--- src/rtl/scanirq_pkg.sv ---
package scanirq_pkg;

  // Register selected by {cpu_addr[15:13], cpu_addr[0]}
  localparam logic [2:0] REGION_RELOAD = 3'b110;
  localparam logic [2:0] REGION_IRQ    = 3'b111;

  typedef struct packed {
    logic set_latch;
    logic req_reload;
    logic irq_off;
    logic irq_on;
  } wr_strobe_t;

  localparam wr_strobe_t WR_NONE = '{default: 1'b0};

endpackage

--- src/rtl/irq_reg_decode.sv ---
module irq_reg_decode
  import scanirq_pkg::*;
#(
  parameter int CPU_AW = 16
) (
  input  logic              clk,
  input  logic              rst,
  input  logic              we_i,
  input  logic [CPU_AW-1:0] addr_i,
  output wr_strobe_t        strobe_o
);

  localparam int TOP_LO = CPU_AW - 3;

  logic [2:0] region;
  logic       odd_sel;

  assign region  = addr_i[CPU_AW-1:TOP_LO];
  assign odd_sel = addr_i[0];

  always_comb begin
    strobe_o = WR_NONE;
    if (we_i) begin
      unique case (region)
        REGION_RELOAD: begin
          strobe_o.set_latch  = !odd_sel;
          strobe_o.req_reload = odd_sel;
        end
        REGION_IRQ: begin
          strobe_o.irq_off = !odd_sel;
          strobe_o.irq_on  = odd_sel;
        end
        default: strobe_o = WR_NONE;
      endcase
    end
  end

  AST_ONE_STROBE: assert property (@(posedge clk) disable iff (rst)
    $onehot0({strobe_o.set_latch, strobe_o.req_reload, strobe_o.irq_off, strobe_o.irq_on}));

endmodule

--- src/rtl/a12_edge_filter.sv ---
module a12_edge_filter #(
  parameter int PPU_AW     = 14,
  parameter int LINE_IDX   = 12,
  parameter int LOW_CYCLES = 3
) (
  input  logic              clk,
  input  logic              rst,
  input  logic [PPU_AW-1:0] ppu_addr_i,
  output logic              edge_o
);

  localparam int LCW = (LOW_CYCLES < 1) ? 1 : $clog2(LOW_CYCLES + 1);

  logic           line_q;
  logic [LCW-1:0] low_run_q;
  logic           qualified;

  // Input sample stage; reset value high so reset gives no low credit
  always_ff @(posedge clk) begin
    if (rst) line_q <= 1'b1;
    else     line_q <= ppu_addr_i[LINE_IDX];
  end

  generate
    if (LOW_CYCLES == 0) begin : g_nofilter
      assign low_run_q = '0;
      assign qualified = 1'b1;
    end else begin : g_filter
      always_ff @(posedge clk) begin
        if (rst)
          low_run_q <= '0;
        else if (line_q)
          low_run_q <= '0;
        else if (low_run_q != LCW'(LOW_CYCLES))
          low_run_q <= low_run_q + 1'b1;
      end
      assign qualified = (low_run_q == LCW'(LOW_CYCLES));
    end
  endgenerate

  // A rise seen on the sample stage: the prior sample was low (run > 0)
  always_ff @(posedge clk) begin
    if (rst) edge_o <= 1'b0;
    else     edge_o <= line_q && qualified && (LOW_CYCLES == 0 ? !edge_o : 1'b1);
  end

  AST_EDGE_PULSE: assert property (@(posedge clk) disable iff (rst)
    edge_o |=> !edge_o);

  generate
    if (LOW_CYCLES >= 3) begin : g_chk
      AST_EDGE_AFTER_LOW: assert property (@(posedge clk) disable iff (rst)
        edge_o |-> (!$past(line_q, 2) && !$past(line_q, 3) && !$past(line_q, 4)));
    end
  endgenerate

endmodule

--- src/rtl/scan_count_core.sv ---
module scan_count_core
  import scanirq_pkg::*;
#(
  parameter int DW    = 8,
  parameter int CNT_W = 8
) (
  input  logic          clk,
  input  logic          rst,
  input  wr_strobe_t    strobe_i,
  input  logic [DW-1:0] wdata_i,
  input  logic          edge_i,
  output logic          irq_o
);

  logic [CNT_W-1:0] cnt_q, cnt_d;
  logic [CNT_W-1:0] latch_q;
  logic             reload_q, reload_d;
  logic             en_q;
  logic             irq_q, irq_d;
  logic             hit;

  always_comb begin
    cnt_d    = cnt_q;
    reload_d = reload_q;
    if (edge_i) begin
      if (cnt_q == '0 || reload_q) begin
        cnt_d    = latch_q;
        reload_d = 1'b0;
      end else begin
        cnt_d = cnt_q - 1'b1;
      end
    end
    if (strobe_i.req_reload) reload_d = 1'b1;
    hit = edge_i && (cnt_d == '0) && en_q;
    if (strobe_i.irq_off)  irq_d = 1'b0;
    else if (hit)          irq_d = 1'b1;
    else                   irq_d = irq_q;
  end

  always_ff @(posedge clk) begin
    if (rst) begin
      cnt_q    <= '0;
      latch_q  <= '0;
      reload_q <= 1'b0;
      en_q     <= 1'b0;
      irq_q    <= 1'b0;
    end else begin
      cnt_q    <= cnt_d;
      reload_q <= reload_d;
      irq_q    <= irq_d;
      if (strobe_i.set_latch) latch_q <= wdata_i[CNT_W-1:0];
      if (strobe_i.irq_off)      en_q <= 1'b0;
      else if (strobe_i.irq_on)  en_q <= 1'b1;
    end
  end

  assign irq_o = irq_q;

  AST_LOAD_ON_EDGE: assert property (@(posedge clk) disable iff (rst)
    (edge_i && (cnt_q == '0 || reload_q)) |=> (cnt_q == $past(latch_q)));
  AST_DEC_ON_EDGE: assert property (@(posedge clk) disable iff (rst)
    (edge_i && cnt_q != '0 && !reload_q) |=> (cnt_q == $past(cnt_q) - 1'b1));
  AST_HOLD_NO_EDGE: assert property (@(posedge clk) disable iff (rst)
    !edge_i |=> $stable(cnt_q));
  AST_IRQ_NEEDS_EN: assert property (@(posedge clk) disable iff (rst)
    irq_q |-> en_q);
  AST_IRQ_ACK: assert property (@(posedge clk) disable iff (rst)
    strobe_i.irq_off |=> !irq_q);
  AST_IRQ_STICKY: assert property (@(posedge clk) disable iff (rst)
    (irq_q && !strobe_i.irq_off) |=> irq_q);

endmodule

--- src/rtl/scanline_irq_unit.sv ---
module scanline_irq_unit
  import scanirq_pkg::*;
#(
  parameter int CPU_AW     = 16,
  parameter int DW         = 8,
  parameter int PPU_AW     = 14,
  parameter int LINE_IDX   = 12,
  parameter int LOW_CYCLES = 3,
  parameter int CNT_W      = 8
) (
  input  logic              clk,
  input  logic              rst,
  input  logic              cpu_we,
  input  logic [CPU_AW-1:0] cpu_addr,
  input  logic [DW-1:0]     cpu_wdata,
  input  logic [PPU_AW-1:0] ppu_addr,
  output logic              irq_out
);

  wr_strobe_t strobe;
  logic       line_edge;

  irq_reg_decode #(.CPU_AW(CPU_AW)) u_decode (
    .clk      (clk),
    .rst      (rst),
    .we_i     (cpu_we),
    .addr_i   (cpu_addr),
    .strobe_o (strobe)
  );

  a12_edge_filter #(
    .PPU_AW     (PPU_AW),
    .LINE_IDX   (LINE_IDX),
    .LOW_CYCLES (LOW_CYCLES)
  ) u_filter (
    .clk        (clk),
    .rst        (rst),
    .ppu_addr_i (ppu_addr),
    .edge_o     (line_edge)
  );

  scan_count_core #(.DW(DW), .CNT_W(CNT_W)) u_core (
    .clk      (clk),
    .rst      (rst),
    .strobe_i (strobe),
    .wdata_i  (cpu_wdata),
    .edge_i   (line_edge),
    .irq_o    (irq_out)
  );

  AST_IRQ_RESET: assert property (@(posedge clk) rst |=> !irq_out);

endmodule

--- config.mk ---
export PLATFORM = sky130hd
export DESIGN_NAME = scanline_irq_unit
export DESIGN_NICKNAME = d
export VERILOG_FILES = /design/src/rtl/scanirq_pkg.sv /design/src/rtl/irq_reg_decode.sv /design/src/rtl/a12_edge_filter.sv /design/src/rtl/scan_count_core.sv /design/src/rtl/scanline_irq_unit.sv
export SDC_FILE = /design/constraint.sdc
export NUM_CORES = 1
export LEC_CHECK = 0
export ABC_CLOCK_PERIOD_IN_PS = 2390
export BUFFER_PORTS_ARGS = -buffer_cell sky130_fd_sc_hd__buf_2
export CAP_MARGIN = 20
export CELL_PAD_IN_SITES_DETAIL_PLACEMENT = 2
export CELL_PAD_IN_SITES_GLOBAL_PLACEMENT = 2
export CORE_ASPECT_RATIO = 0.6
export CORE_MARGIN = 2
export CORE_UTILIZATION = 28
export DETAILED_ROUTE_END_ITERATION = 6
export PLACE_DENSITY_LB_ADDON = 0.1
export SLEW_MARGIN = 20
export SYNTH_ARGS = -nofsm -noshare
export SYNTH_HDL_FRONTEND = slang
export SYNTH_SLANG_ARGS = --single-unit
--- constraint.sdc ---
create_clock -name clk -period 2.39 [get_ports clk]
set_input_delay 0.478 -clock clk [delete_from_list [all_inputs] [get_ports clk]]
set_output_delay 0.478 -clock clk [all_outputs]
set_load 0.02 [all_outputs]
# Yosys cells after proc, flatten, opt, wreduce, memory -nomap -nowiden
# Cells that the tools add are included.
dict set report totals {
  ff_bits 23
  input_bits 41
  output_inout_bits 1
  elab_cells 34
}
dict set report op_classes {
  addsub 2
  eq_ne 4
  n_mux 8
  reduce_logical 12
}
# op n
set op_table {}
lappend op_table {{8-bit logical NOT} 2}
lappend op_table {{8-bit 2-to-1 mux} 2}
lappend op_table {{8-bit by 1-bit subtractor with 8-bit output, second input constant} 1}
lappend op_table {{3-bit equality test, second input constant} 2}
lappend op_table {{2-bit 2-to-1 mux} 2}
lappend op_table {{4-bit 2-to-1 mux} 1}
lappend op_table {{2-bit nonzero test} 2}
lappend op_table {{2-bit OR reduction} 2}
lappend op_table {{1-bit logical AND} 3}
lappend op_table {{1-bit 2-to-1 mux} 3}
lappend op_table {{2-bit by 1-bit adder with 2-bit output, second input constant} 1}
lappend op_table {{2-bit equality test, second input constant} 1}
lappend op_table {{2-bit inequality test, second input constant} 1}
lappend op_table {{2-bit AND reduction} 1}
lappend op_table {{1-bit logical NOT} 1}
lappend op_table {{1-bit logical OR} 1}

# Depth between registers and ports, before layout
dict set report logic_depth {
  ltp_word 7
  depth_mapped 8
}

# Modules after synthesis
# Synthesis repeated with hierarchy kept, for this count alone.
dict set report hier_totals {
  cells_unflattened 141
  area_unflattened_um2 1213.7
}
# mod instances cells_per_inst area_each_um2 seq_area_each_um2
set by_module_without_submodules {}
lappend by_module_without_submodules {scan_count_core 1 121 1024.7 380.4}
lappend by_module_without_submodules {a12_edge_filter 1 12 140.1 80.1}
lappend by_module_without_submodules {irq_reg_decode 1 8 48.8 0.0}

# Worst setup path before layout
# OpenSTA, ideal clock, no wires.
dict set report synth_path {
  path_kind {register to register}
  startpoint {register u_core.cnt_q[0]}
  endpoint {register u_core.irq_q, in the netlist u_core.irq_o}
  setup_time_ns 0.060
  arrival_ns 1.856
  required_time_ns 2.330
  path_slack_ns 0.474
  stages_incl_launch_ff 8
  period_less_slack_ns 1.916
  path_cell_list {dfxtp_1 -> inv_1 -> ha_1 -> or4b_4 -> o2111ai_2 -> nand3_2 -> o41ai_2 -> o311a_1}
}
dict set report synth_via {
  elab_chain_cells 7
}
# item line
set synth_rtl {}
lappend synth_rtl {{from (decl)} scan_count_core.sv:15} ;# logic [CNT_W-1:0] cnt_q, cnt_d;
lappend synth_rtl {{from (signal assigned)} scan_count_core.sv:48} ;# cnt_q <= cnt_d;
lappend synth_rtl {{branches (longest 3 deep; another with 8-bit by 1-bit subtractor with 8-bit output)} -}
lappend synth_rtl {{8-bit 2-to-1 mux (*)} scan_count_core.sv:25} ;# if (edge_i) begin
lappend synth_rtl {{8-bit logical NOT (*)} scan_count_core.sv:34} ;# hit = edge_i && (cnt_d == '0) && en_q;
lappend synth_rtl {{1-bit logical AND (*) (2 in a row)} scan_count_core.sv:34}
lappend synth_rtl {{to (signal assigned)} scan_count_core.sv:50} ;# irq_q <= irq_d;
lappend synth_rtl {{to (decl)} scan_count_core.sv:19} ;# logic irq_q, irq_d;
# Every way passes the cells marked *.
# A chain may end at the register's enable or synchronous reset.

# Final worst setup path
# Same ends and word-level chain as after synthesis.

==> flow_metrics.py <==
metrics = {
    "run_status": {
        "status": "finished, final reports clean",
    },
    "yosys": {
        "synth_area_per_cell_um2": 8.464,
        "seq_area_frac_synth_pct": 36.51,
        "ys_warn_count": 0,
        "synth_cells": 149,
        "netlist_area_um2": 1261,
        "synth_area_leader_cell": "dfxtp_1",
        "synthTopCellsByArea": "dfxtp_1 (37%), mux2i_1 (7.9%), nor2_1 (6.8%), a21oi_1 (3.6%), ha_1 (3.0%)",
        "syn-num-nets": 193,
        "synth_cell_types": 46,
        "ys.flop_type": "dfxtp_1",
        "synth_top_area_share_pct": 36.51,
        "synth-edff-count": 0,
        "async_flop_share_pct": 0,
        "synth-seq-cells": 23,
    },
    "floorplanning": {
        "core.rowCount": 18,
        "die_w_um": 90.65,
        "die_h_um": 55.99,
        "start_util_pct": 29.95,
        "fp.coreArea_um2": 4212,
        "io_pins": 42,
        "fp.dieArea_um2": 5075,
    },
    "detailed_routing": {
        "wl_um": 3921,
        "routedWlPerCell_um": 17.12,
        "via_per_inst": 5.162,
        "dr.pass1.iters": 4,
        "drtAntennaViolNets": 0,
        "routed-wl-met3_um": 137,
        "met2WireLength_um": 1723,
        "dr_total_vias": 1182,
        "route.detailed.drc": 0,
        "top_layer_used": "met4",
        "drt_iter0_drc": 62,
        "drt-met1-wl_um": 2038,
    },
    "clock_tree": {
        "clkLatencyLatePin_ns": 0.27,
        "cts_buffer_depth": 2,
        "cts_resized": 0,
        "cts_buffers": 3,
        "cts_tree": "built",
        "path_clk_slew_ns": 0.09,
        "post_cts_buffers": 0,
        "cts_hold_buf": 0,
        "cts-root-buf": "clkbuf_8",
        "cts.sinks": 23,
        "cts_max_level": 1,
    },
    "global_routing": {
        "track_usage_pct": 16.09,
        "grt_max_degree": 24,
        "grt_pass1_vias": 1250,
        "gr-total-overflow": 0,
        "antenna_found_initial": 0,
        "grt_pass1_wl_um": 6403,
    },
    "timing": {
        "drv_slew": 0,
        "whs_ns": 0.3930,
        "skew_ns": 0.009609,
        "hold_violations": 0,
        "max_freq_ghz": 0.4548,
        "rsz0062_at_grt": "no",
        "finalSetupTns_ns": 0,
        "tightest_slew_ns": 0.5829,
        "setup_violations": 0,
        "layout_min_cycle_time_ns": 2.199,
        "period_share_pct": 92.00,
        "max_slew_margin_pct": 61.09,
    },
    "setup_path": {
        "critical_path_arrival_ns": 2.41,
        "cp_cell_sequence": "inv_1, ha_1, buf_4, or4b_4, o2111ai_2, nand3_2, o41ai_2, o311a_1",
        "crit_family": "compound AO/OA/AOI/OAI gates",
        "cp_slowest_cell": "or4b_4",
        "cp-end-kind": "flop",
        "cpPeakStageDelay_ns": 0.47,
        "cp.buffers_inverters": 2,
        "cp_max_fo": 4,
        "crit_type": "reg2reg",
        "start_kind": "flop",
        "crit_required_ns": 2.60,
    },
    "placed_design": {
        "placed_cell_area_um2": 1443,
        "hpwl_um": 2983,
        "gp_congestion": 0.7705,
        "portBuffers": 16,
    },
    "final_layout": {
        "num-nets-final": 214,
        "final_cell_area_um2": 1494,
        "drive_gt1_share_pct": 20.71,
        "area_growth_pct": 18.45,
        "fin_util_pct": 35.47,
        "diodes": 0,
    },
    "power_and_ir_drop": {
        "cellInternalPower_mw": 0.5235,
        "power_frac_seq_pct": 57.6,
        "clkPwrFrac_pct": 37.0,
        "power_density_nw_per_um2": 455.2,
        "netSwitchingFraction_pct": 23.01,
        "ir_drop_mv": 0.1772,
        "power.total_mw": 0.6800,
        "comb_power_share_pct": 5.4,
        "netSwitchingPower_mw": 0.1565,
        "p_leak_nw": 0.5837,
    },
    "min_path": {
        "min_path_type": "in2reg",
    },
    "job": {
        "drv_cap": 0,
    },
}
## registers in the layout, summed over array words and instances, names as in the netlist
| register | cells |
|---|---|
| u_core.cnt_q | 8 |
| u_core.en_q | 1 |
| u_core.latch_q | 8 |
| u_filter.edge_o | 1 |
| u_core.irq_o | 1 |
| u_filter.low_run_q | 2 |
| u_filter.line_q | 1 |
| u_core.reload_q | 1 |
## power by group through the flow
stage | registers, mW | logic, mW | clock network, mW
final | 0.392 | 0.0369 | 0.251
after CTS | 0.392 | 0.0377 | 0.259
after floorplan | 0.398 | 0.0180 | 0
after detailed placement | 0.401 | 0.0377 | 0
after global placement | 0.400 | 0.0353 | 0
after global routing | 0.393 | 0.0412 | 0.280
## stage by stage
stage | setup WS (ns) | std cells
global placement | 0.2222 | 225
finish | 0.1913 | 229
floorplan | 0.4740 | 149
detailed placement | 0.1844 | 225
global route | 0.08866 | 229
CTS | 0.1500 | 229
## worst paths after layout
path / startpoint / endpoint / slack [ns] / cells after the start
hold reg to reg: u_filter.line_q / u_filter.low_run_q[0] / 0.45 / 1
hold / removal: ppu_addr[12] / u_filter.line_q / 0.39 / 2
setup / recovery: u_core.cnt_q[0] / u_core.irq_o / 0.19 / 8
setup reg to reg: u_core.cnt_q[0] / u_core.irq_o / 0.19 / 8
## cell usage after synthesis, drive strengths merged, types with 2 or more instances
cell	instances
mux2	2
nand3	4
clkbuf	5
inv	10
nor2	23
o21ai	6
or3	2
a311oi	2
mux2i	10
a211oi	2
ha	3
nand2	6
or2	3
a22oi	2
dfxtp	23
nor3	4
or4b	2
o211ai	2
buf	3
a21oi	9
nand4	5
nor4b	2
## cell usage in the layout (no fill, tap or decap), drive strengths merged, types with 2 or more instances in the layout
cell,netlist,final
a211oi,2,2
a21oi,9,9
a22oi,2,2
a311oi,2,2
buf,3,24
clkbuf,5,4
dfxtp,23,23
ha,3,3
inv,10,10
mux2,2,2
mux2i,10,10
nand2,6,6
nand3,4,4
nand4,5,5
nor2,23,23
nor3,4,4
nor4b,2,2
o211ai,2,2
o21ai,6,6
or2,3,3
or3,2,2
or4b,2,2
## logic make-up (layout without fill, tap and decap cells)
family,count (synthesis),count (layout),synth area share (%)
muxes,12,12,9.722
adders and majority gates,3,3,2.977
and+or+nand+nor,56,56,23.61
buffers and inverters,18,38,5.655
xor gates and xnor gates,2,2,1.389
DFF,23,23,36.51
AOI/OAI and AO/OA,35,35,20.14
## layout make-up
cell class,count,area [µm²]
Tap cell,60,75.07
Sequential cell,23,460.4
Clock buffer,4,45.04
Inverter,10,37.54
Timing Repair Buffer,24,140.1
Multi-Input combinational cell,108,735.7
Fill cell,501,2718
## metal layers
layer	up-vias	GRT usage, %
met1	580	23.99
met5	-	0
met4	0	2.198
met3	4	3.523
met2	12	24.20
li1	586	-
Note: power is estimated with default switching activity, not from simulation.
